**src/rtl/tap_adapt_pkg.sv**
```systemverilog
package tap_adapt_pkg;

  // Search moves in rotation order; bit 1 selects tap b, bit 0 selects a decrement.
  typedef enum logic [1:0] {
    MV_INC_A = 2'd0,
    MV_DEC_A = 2'd1,
    MV_INC_B = 2'd2,
    MV_DEC_B = 2'd3
  } searchMove_t;

  // Strobes from control to datapath.
  typedef struct packed {
    logic load;   // capture initial taps
    logic step;   // apply one unit move
    logic onB;    // move acts on tap b
    logic up;     // move is an increment
  } tapCmd_t;

endpackage

```
**src/rtl/tap_adapt_ctrl.sv**
```systemverilog
module tap_adapt_ctrl
  import tap_adapt_pkg::*;
#(
  parameter int ERR_W    = 12,
  parameter int MAX_ITER = 200
) (
  input  logic             clk,
  input  logic             rstN,
  input  logic             startPulse,
  input  logic [ERR_W-1:0] tolerance,
  input  logic             errValid,
  input  logic [ERR_W-1:0] errValue,
  output tapCmd_t          cmd,
  output logic             done,
  output logic             timedOut
);

  localparam int ITER_W = $clog2(MAX_ITER + 1);

  logic             active;
  logic             firstSample;
  searchMove_t      move;
  searchMove_t      nextMove;
  logic [ERR_W-1:0] prevErr;
  logic [ERR_W-1:0] tolReg;
  logic [ITER_W-1:0] iterCnt;

  logic take;
  logic belowTol;
  logic lastIter;
  logic worse;

  always_comb begin
    take     = active && errValid && !startPulse;
    belowTol = errValue < tolReg;
    lastIter = iterCnt == ITER_W'(MAX_ITER - 1);
    worse    = errValue > prevErr;
    nextMove = worse ? searchMove_t'(move + 2'd1) : move;
    cmd.load = startPulse;
    cmd.step = take && !belowTol && !lastIter && !firstSample;
    cmd.onB  = nextMove[1];
    cmd.up   = !nextMove[0];
  end

  always_ff @(posedge clk or negedge rstN) begin
    if (!rstN) begin
      active      <= 1'b0;
      firstSample <= 1'b1;
      move        <= MV_INC_A;
      prevErr     <= '0;
      tolReg      <= '0;
      iterCnt     <= '0;
      done        <= 1'b0;
      timedOut    <= 1'b0;
    end else if (startPulse) begin
      active      <= 1'b1;
      firstSample <= 1'b1;
      move        <= MV_INC_A;
      tolReg      <= tolerance;
      iterCnt     <= '0;
      done        <= 1'b0;
      timedOut    <= 1'b0;
    end else if (take) begin
      if (belowTol) begin
        done   <= 1'b1;
        active <= 1'b0;
      end else if (lastIter) begin
        done     <= 1'b1;
        timedOut <= 1'b1;
        active   <= 1'b0;
      end else begin
        prevErr     <= errValue;
        firstSample <= 1'b0;
        iterCnt     <= iterCnt + 1'b1;
        if (!firstSample) move <= nextMove;
      end
    end
  end

  AST_TIMEOUT_IS_DONE: assert property (@(posedge clk) disable iff (!rstN)
    timedOut |-> done);

  AST_ITER_BOUND: assert property (@(posedge clk) disable iff (!rstN)
    iterCnt < ITER_W'(MAX_ITER));

  AST_DONE_FREEZES: assert property (@(posedge clk) disable iff (!rstN)
    done && !startPulse |=> done && $stable(move) && $stable(iterCnt) && $stable(prevErr));

  AST_MOVE_ROTATES: assert property (@(posedge clk) disable iff (!rstN)
    cmd.step && errValue > prevErr |=> move == searchMove_t'($past(move) + 2'd1));

  AST_START_RESETS_MOVE: assert property (@(posedge clk) disable iff (!rstN)
    startPulse |=> move == MV_INC_A && !done && iterCnt == '0);

endmodule

```
**src/rtl/tap_adapt_dp.sv**
```systemverilog
module tap_adapt_dp
  import tap_adapt_pkg::*;
#(
  parameter int MAG_W = 3
) (
  input  logic           clk,
  input  logic           rstN,
  input  tapCmd_t        cmd,
  input  logic [MAG_W:0] initTapA,
  input  logic [MAG_W:0] initTapB,
  output logic [MAG_W:0] coef0,
  output logic [MAG_W:0] coef1,
  output logic [MAG_W:0] coef2,
  output logic [MAG_W:0] coef3
);

  localparam int COEF_W  = MAG_W + 1;
  localparam int SW      = MAG_W + 3;
  localparam int MAX_MAG = (1 << MAG_W) - 1;

  logic [COEF_W-1:0] tapA;
  logic [COEF_W-1:0] tapB;
  logic signed [SW-1:0] aVal;
  logic signed [SW-1:0] bVal;

  function automatic logic signed [SW-1:0] smToInt(input logic [COEF_W-1:0] sm);
    logic signed [SW-1:0] m;
    m = SW'(sm[MAG_W-1:0]);
    return sm[MAG_W] ? -m : m;
  endfunction

  function automatic logic [COEF_W-1:0] intToSm(input logic signed [SW-1:0] v);
    logic signed [SW-1:0] a;
    a = (v < 0) ? -v : v;
    return {v < 0, a[MAG_W-1:0]};
  endfunction

  function automatic logic [COEF_W-1:0] cleanSm(input logic [COEF_W-1:0] sm);
    return (sm[MAG_W-1:0] == '0) ? '0 : sm;
  endfunction

  function automatic logic [COEF_W-1:0] stepSm(input logic [COEF_W-1:0] sm, input logic up);
    logic signed [SW-1:0] v;
    v = up ? smToInt(sm) + SW'(1) : smToInt(sm) - SW'(1);
    if (v > MAX_MAG)  v = SW'(MAX_MAG);
    if (v < -MAX_MAG) v = -SW'(MAX_MAG);
    return intToSm(v);
  endfunction

  always_ff @(posedge clk or negedge rstN) begin
    if (!rstN) begin
      tapA <= '0;
      tapB <= '0;
    end else if (cmd.load) begin
      tapA <= cleanSm(initTapA);
      tapB <= cleanSm(initTapB);
    end else if (cmd.step) begin
      if (cmd.onB) tapB <= stepSm(tapB, cmd.up);
      else         tapA <= stepSm(tapA, cmd.up);
    end
  end

  always_comb begin
    aVal  = smToInt(tapA);
    bVal  = smToInt(tapB);
    coef0 = tapA;
    coef1 = tapB;
    coef2 = '0;
    coef3 = cleanSm({~tapA[MAG_W], tapA[MAG_W-1:0]}); // mirror of tap a
  end

  AST_NO_NEG_ZERO_A: assert property (@(posedge clk) disable iff (!rstN)
    tapA[MAG_W-1:0] == '0 |-> !tapA[MAG_W]);

  AST_NO_NEG_ZERO_B: assert property (@(posedge clk) disable iff (!rstN)
    tapB[MAG_W-1:0] == '0 |-> !tapB[MAG_W]);

  AST_RAISE_A_UNIT: assert property (@(posedge clk) disable iff (!rstN)
    cmd.step && !cmd.onB && cmd.up && !cmd.load |=>
      (aVal == $past(aVal) + SW'(1)) || (aVal == SW'(MAX_MAG) && $past(aVal) == SW'(MAX_MAG)));

  AST_LOWER_B_UNIT: assert property (@(posedge clk) disable iff (!rstN)
    cmd.step && cmd.onB && !cmd.up && !cmd.load |=>
      (bVal == $past(bVal) - SW'(1)) || (bVal == -SW'(MAX_MAG) && $past(bVal) == -SW'(MAX_MAG)));

endmodule

```
**src/rtl/tap_adapt.sv**
```systemverilog
module tap_adapt
  import tap_adapt_pkg::*;
#(
  parameter int ERR_W    = 12,
  parameter int MAG_W    = 3,
  parameter int MAX_ITER = 200
) (
  input  logic             clk,
  input  logic             rstN,
  input  logic             startPulse,
  input  logic [MAG_W:0]   initTapA,
  input  logic [MAG_W:0]   initTapB,
  input  logic [ERR_W-1:0] tolerance,
  input  logic             errValid,
  input  logic [ERR_W-1:0] errValue,
  output logic [MAG_W:0]   coef0,
  output logic [MAG_W:0]   coef1,
  output logic [MAG_W:0]   coef2,
  output logic [MAG_W:0]   coef3,
  output logic             done,
  output logic             timedOut
);

  tapCmd_t cmd;

  tap_adapt_ctrl #(.ERR_W(ERR_W), .MAX_ITER(MAX_ITER)) i_ctrl (
    .clk        (clk),
    .rstN       (rstN),
    .startPulse (startPulse),
    .tolerance  (tolerance),
    .errValid   (errValid),
    .errValue   (errValue),
    .cmd        (cmd),
    .done       (done),
    .timedOut   (timedOut)
  );

  tap_adapt_dp #(.MAG_W(MAG_W)) i_dp (
    .clk      (clk),
    .rstN     (rstN),
    .cmd      (cmd),
    .initTapA (initTapA),
    .initTapB (initTapB),
    .coef0    (coef0),
    .coef1    (coef1),
    .coef2    (coef2),
    .coef3    (coef3)
  );

  AST_OUTPUT_MIRROR: assert property (@(posedge clk) disable iff (!rstN)
    coef3[2:0] == coef0[2:0] && (coef0[2:0] == '0 || coef3[3] != coef0[3]) && coef2 == '0);

endmodule

```
**config.mk**
```make
export PLATFORM = sky130hd
export DESIGN_NAME = tap_adapt
export DESIGN_NICKNAME = d
export VERILOG_FILES = /design/src/rtl/tap_adapt_pkg.sv /design/src/rtl/tap_adapt_ctrl.sv /design/src/rtl/tap_adapt_dp.sv /design/src/rtl/tap_adapt.sv
export SDC_FILE = /design/constraint.sdc
export NUM_CORES = 1
export LEC_CHECK = 0
export BUFFER_PORTS_ARGS = -buffer_cell sky130_fd_sc_hd__buf_2
export CORE_MARGIN = 2
export CORE_UTILIZATION = 34
export CTS_BUF_LIST = sky130_fd_sc_hd__clkbuf_4
export DETAILED_ROUTE_END_ITERATION = 10
export GPL_TIMING_DRIVEN = 0
export SYNTH_ARGS = -nofsm -noshare
export SYNTH_HDL_FRONTEND = slang
export SYNTH_SLANG_ARGS = --single-unit
```
**constraint.sdc**
```tcl
create_clock -name clk -period 6.8 [get_ports clk]
set_clock_uncertainty 0.1 [all_clocks]
set_input_delay 0 -clock clk [delete_from_list [all_inputs] [get_ports clk]]
set_output_delay 0 -clock clk [all_outputs]
set_load 0.01 [all_outputs]
```
**Word level (Yosys, flattened, before mapping)**

Cells that the tools add are included.

- Flip-flop bits (word level): 46
- Bits of input ports: 36
- Output and inout bits: 18

- $add $sub $neg: 10
- Magnitude comparators: 8
- Eq/ne operators: 5
- Muxes and demuxes: 56
- Bitwise logic cells: 4
- Reductions and logical operators: 24

Operators by type and width:

| cell | number |
|---|---|
| $mux 6 | 20 |
| $mux 4 | 9 |
| $mux 8 | 4 |
| $mux 1 | 15 |
| $add 6x2->6 const B | 2 |
| $gt 12x12->1 | 1 |
| $gt 6x4->1 const B | 2 |
| $lt 12x12->1 | 1 |
| $lt 6x1->1 const B | 2 |
| $lt 6x4->1 const B | 2 |
| $mux 2 | 6 |
| $neg 3->6 | 2 |
| $sub 6x2->6 const B | 2 |
| $logic_not 3->1 | 3 |
| $add 8x1->8 const B | 1 |
| $eq 8x8->1 const B | 1 |
| $ne 2x2->1 const B | 4 |
| $reduce_and 4->1 | 2 |
| $reduce_bool 2->1 | 4 |
| $mux 3 | 2 |
| $neg 3->3 | 2 |
| $reduce_and 2->1 | 3 |
| $reduce_and 3->1 | 2 |
| $logic_and 1x1->1 | 5 |
| other kinds (4) | 10 |

**Longest topological paths before layout**

- Depth in word-level cells: 19
- Mapped depth: 27
- Mapped depth without buffers: 26

**Cells and area by module**

Synthesis repeated with hierarchy kept, for this count alone.

- Cells, all modules: 400
- Area total of the unflattened synthesis: 3,490.8 um^2

Modules (own cells, without submodules):

| module | instances | cells an instance | area an instance (um^2) |
|---|---|---|---|
| tap_adapt_ctrl | 1 | 222 | 2,154.6 |
| tap_adapt_dp | 1 | 178 | 1,336.3 |

**Least setup slack after synthesis**

No wires, ideal clock.

- Kind: reg2reg
- From: reg i_ctrl.prevErr[10]
- To: reg i_dp.tapB[2] (netlist: i_dp.coef1[2])
- Setup time: 69 ps
- Arrival time: 5,344 ps
- Slack: 1,287 ps
- Cell stages (with the launch flop): 27
- Buffers on the path: 1
- Clock period less this slack: 5,513 ps
- Cell sequence: dfrtp_1 inv_1 ha_1 nand4_2 a211o_1 a31oi_4 xor2_2 buf_6 xor2_1 ha_1 o21bai_1 mux2_2 o21ai_0 nand2_1 mux2_1 a22oi_1 nor2b_1 or4_1 ha_1 inv_1 nand2_1 nor3_1 ha_1 nor2_1 or3_1 or3_1 nand3_1

- Cells in the longest elaborated chain, start to end: 18

Ends and longest elaborated chain:

| item | line | source |
|---|---|---|
| from (decl) | tap_adapt_ctrl.sv:24 | `logic [ERR_W-1:0] prevErr;` |
| from (signal assigned) | tap_adapt_ctrl.sv:72 | `prevErr <= errValue;` |
| $gt 12x12->1 (*) | tap_adapt_ctrl.sv:37 | `worse = errValue > prevErr;` |
| $mux 2 (*) | tap_adapt_ctrl.sv:38 | `nextMove = worse ? searchMove_t'(move + 2'd1) : move;` |
| $mux 6 | tap_adapt_dp.sv:44 | `v = up ? smToInt(sm) + SW'(1) : smToInt(sm) - SW'(1);` |
| $gt 6x4->1 | tap_adapt_dp.sv:45 | `if (v > MAX_MAG) v = SW'(MAX_MAG);` |
| $mux 6 | tap_adapt_dp.sv:45 |  |
| $mux 6 | tap_adapt_dp.sv:58 | `if (cmd.onB) tapB <= stepSm(tapB, cmd.up);` |
| $mux 6 | tap_adapt_dp.sv:57 | `end else if (cmd.step) begin` |
| $mux 6 | tap_adapt_dp.sv:54 | `end else if (cmd.load) begin` |
| [2 not listed] | - |  |
| $mux 6 | tap_adapt_dp.sv:58 |  |
| $mux 6 | tap_adapt_dp.sv:57 |  |
| $mux 6 | tap_adapt_dp.sv:54 |  |
| $lt 6x1->1 / $neg 3->3 (equally long branches) | tap_adapt_dp.sv:34 | `a = (v < 0) ? -v : v;` |
| $mux 3 | tap_adapt_dp.sv:34 |  |
| $mux 4 | tap_adapt_dp.sv:58 |  |
| $mux 4 | tap_adapt_dp.sv:57 |  |
| $mux 4 | tap_adapt_dp.sv:54 |  |
| to (signal assigned) | tap_adapt_dp.sv:56 | `tapB <= cleanSm(initTapB);` |
| to (signal assigned) | tap_adapt_dp.sv:58 |  |
| to (decl) | tap_adapt_dp.sv:22 | `logic [COEF_W-1:0] tapB;` |

Every way passes the cells marked *; elsewhere a longest branch is shown, timed or not. The select of a mux whose other input is x is not followed.
A chain may end at the register's enable or synchronous reset.

**Worst setup path after layout**

Ends and elaborated chain as after synthesis.

==> results.yml <==
run_status:
  status: "finished, final reports clean"
placement:
  place_area_um2: 4180
  hpwl_um: 7060
  gp_congestion: 0.916
  portBuffers: 49
  place_inst: 634
global_routing:
  grt_max_degree: 47
  grt_pass1_wl_um: 15800
  grt_overflow: 0
  antenna_found_initial: 0
  grt_pass1_vias: 3499
  groute.usage.overall: 0.166
setup_path:
  r2r-end: "i_dp.coef1[2]"
  worstRegToRegCells: 27
  cp.arrival_ps: 6590
  cp.required_ps: 7010
  critPathCapture: "i_dp.coef1[2]"
  regToRegSetupSlack_ps: 420
  cp-startpoint: "i_ctrl.prevErr[10]"
  critPathCaptureType: "flop"
  startpoint_type: "flop"
  crit_type: "flop to flop"
  r2r_start: "i_ctrl.prevErr[10]"
  path_max_fanout: 13
cts:
  clock_path_buffers: 2
  clock_sinks: 46
  clk_latency_ps: 360
  cts_root_buf: "clkbuf_4"
  tritoncts: "built"
  path_clk_slew_ps: 140
  h-tree-depth: 2
  cts_inserted_buffers: 5
yosys:
  synth_edf_count: 0
  synthFlopType: "dfrtp_1"
  syn_avg_cell_area_um2: 8.48
  synthCells: 442
  synthArstFlopShare: 1.00
  netlist_area_um2: 3750
  ys_seq_area_frac: 0.307
  synth_seq_cells: 46
  ys_warn_count: 0
  synth.distinct_cells: 72
worst_hold_path:
  min_path_cells: 4
  worstHoldPathType: "input pin to flop"
finish:
  n_fill_cell: 1085
  fin_area_um2: 4680
  area_delta_synth_final_pct: 24.8
  diodes: 0
  drive_gt1_frac: 0.168
  postLayoutCoreUtil: 0.433
  fin_nets: 618
  stdcell_count: 683
die:
  io_pins: 54
  die_h_um: 109
  core_area_um2: 10800
  die_x_um: 109
  rows: 38
  die_area_um2: 11900
  start_util: 0.347
timing:
  fin_setup_tns_ps: 0
  max_freq_mhz: 157
  slew_headroom: 0.288
  fin_crit_sh: 0.938
  finalHoldViolCount: 0
  tightest_slew_ps: 1070
  finalCriticalPeriod_ps: 6380
  final_max_slew_viol_count: 0
  setup_viol: 0
run:
  drv_cap: 0
power:
  powerDensity_nw_per_um2: 312
  p_leak_uw: 0.00214
  vdd_drop_max_uv: 160
route:
  wl_um: 9330
  drcViolationCount: 0
  via_per_inst: 5.09
  drt_first_pass_iters: 4
  wl_per_cell_um: 13.7
  num_vias: 3474
  drt.antenna.violating_nets: 0
  drt_iter0_markers: 172
==> final cells by class <==
| cell class | instances | area (um2) | share of cell area |
|---|---|---|---|
| plain buffers | 18 | 90.1 | 0.0193 |
| clock buffers | 5 | 37.5 | 0.00803 |
| clock inverters | 3 | 40.0 | 0.00856 |
| inverters | 37 | 139 | 0.0297 |
| multi-input cells | 344 | 2390 | 0.512 |
| flip-flops and latches | 46 | 1150 | 0.246 |
| well taps | 140 | 175 | 0.0375 |
| repair buffers | 90 | 651 | 0.139 |
==> how the worst min path moves through the flow <==
stage / start / end / slack (ps)
5_1_grt: startPulse / i_ctrl.prevErr[2] / 40
3_5_place_dp: tolerance[2] / i_ctrl.tolReg[2] / 120
2_1_floorplan: rstN / i_ctrl.active / -400
4_1_cts: startPulse / i_ctrl.prevErr[2] / 5
6_report: startPulse / i_ctrl.prevErr[2] / 7
3_3_place_gp: tolerance[9] / i_ctrl.tolReg[9] / 110
==> sequential cells by signal, indices dropped and copies added, names as in the netlist <==
register / cells
i_ctrl.move: 2
i_ctrl.tolReg: 12
i_ctrl.iterCnt: 8
i_ctrl.prevErr: 12
i_ctrl.done: 1
i_dp.coef0: 4
i_ctrl.firstSample: 1
i_ctrl.timedOut: 1
i_dp.coef1: 4
i_ctrl.active: 1
==> placed cells by master (no fill, tap or decap), types with 10 or more instances in the layout <==
master / netlist / final
nand2_1: 49 / 49
buf_2: 0 / 49
dfrtp_1: 45 / 45
nor2_1: 39 / 39
ha_1: 40 / 39
dlygate4sd3_1: 0 / 39
inv_1: 37 / 37
o21ai_0: 32 / 32
a21oi_1: 24 / 24
clkbuf_1: 11 / 11
xor2_1: 11 / 11
nand4_1: 10 / 10
nand3_1: 10 / 10
==> power breakdown <==
group / internal [uW] / switching, uW / total, uW
registers: 323 / 22.0 / 345
logic: 403 / 546 / 949
clock network: 76.3 / 89.8 / 166
total: 802 / 658 / 1460
==> worst max-delay path, cell delays in order, from the launching register on <==
cell	delay (ps)
dfrtp_1	350
inv_1	50
ha_1	320
nand4_2	180
a211o_1	380
a31oi_4	290
xor2_4	240
buf_6	200
xor2_1	220
ha_2	260
o21bai_1	80
mux2_2	270
o21ai_0	150
nand2_1	70
mux2_1	330
a22oi_1	190
nor2b_1	110
or4_1	480
ha_1	300
inv_1	90
nand2_1	70
nor3_1	150
ha_1	200
nor2_1	40
or3_1	290
or3_1	310
nand3_1	80
dlygate4sd3_1	540
==> cells in the mapped netlist (3+ instances only) <==
library cell / n / area, um2
xor2_1: 11 / 96.3
a31oi_1: 3 / 18.8
nor3_1: 7 / 35.0
nand3_1: 10 / 50.1
a21o_1: 5 / 37.5
o31a_1: 4 / 35.0
mux2_2: 9 / 101
nand2b_1: 5 / 31.3
a211o_1: 3 / 26.3
ha_1: 40 / 500
buf_4: 4 / 30.0
nand2_1: 49 / 184
o21ai_1: 3 / 15.0
or2_2: 3 / 18.8
inv_1: 37 / 139
o21bai_1: 4 / 30.0
a21oi_1: 24 / 120
o211ai_1: 5 / 37.5
and3_1: 4 / 25.0
dfrtp_1: 45 / 1130
xnor2_1: 5 / 43.8
nand4_1: 10 / 62.6
clkbuf_1: 11 / 41.3
o21ai_0: 32 / 160
mux2i_1: 6 / 60.1
nor2b_1: 5 / 31.3
nor4_1: 3 / 18.8
nor2_1: 39 / 146
and2_1: 5 / 31.3
==> logic make-up (layout without fill, tap and decap cells) <==
group | after synthesis | in the layout | synth area share
DFF | 46 | 46 | 0.307
AOI/OAI and AO/OA | 111 | 111 | 0.202
xor gates and xnor gates | 18 | 18 | 0.0461
and+or+nand+nor | 154 | 154 | 0.200
other | 1 | 4 | 0.00100
buffers and inverters | 55 | 153 | 0.0611
muxes | 16 | 16 | 0.0461
adders and majority gates | 41 | 41 | 0.136
==> what timing repair did <==
item / 4_1_cts / 5_1_grt
resized for setup: 0 / 2
hold buffers: 39 / 0
hold endpoints to repair: 79 / 0
buffers inserted: 0 / 2
setup endpoints to repair: 0 / 1
==> per-stage QoR <==
step | hold WS, ps | total power, uW | setup WS [ps]
floorplan | -396 | 1070 | 1290
global placement | 110 | 1240 | 841
detailed placement | 116 | 1260 | 739
CTS | 4.92 | 1450 | 161
global route | 43.1 | 1610 | -8.10
finish | 7.12 | 1460 | 421
==> per-layer routing <==
metal / wire (um) / global-route usage / vias to the layer above
met5: 0 / 0 / -
li1: - / - / 1758
met1: 4480 / 0.220 / 1639
met2: 4420 / 0.284 / 66
met3: 293 / 0.0215 / 11
met4: 131 / 0.0440 / 0
(Power assumes the default switching activity.)
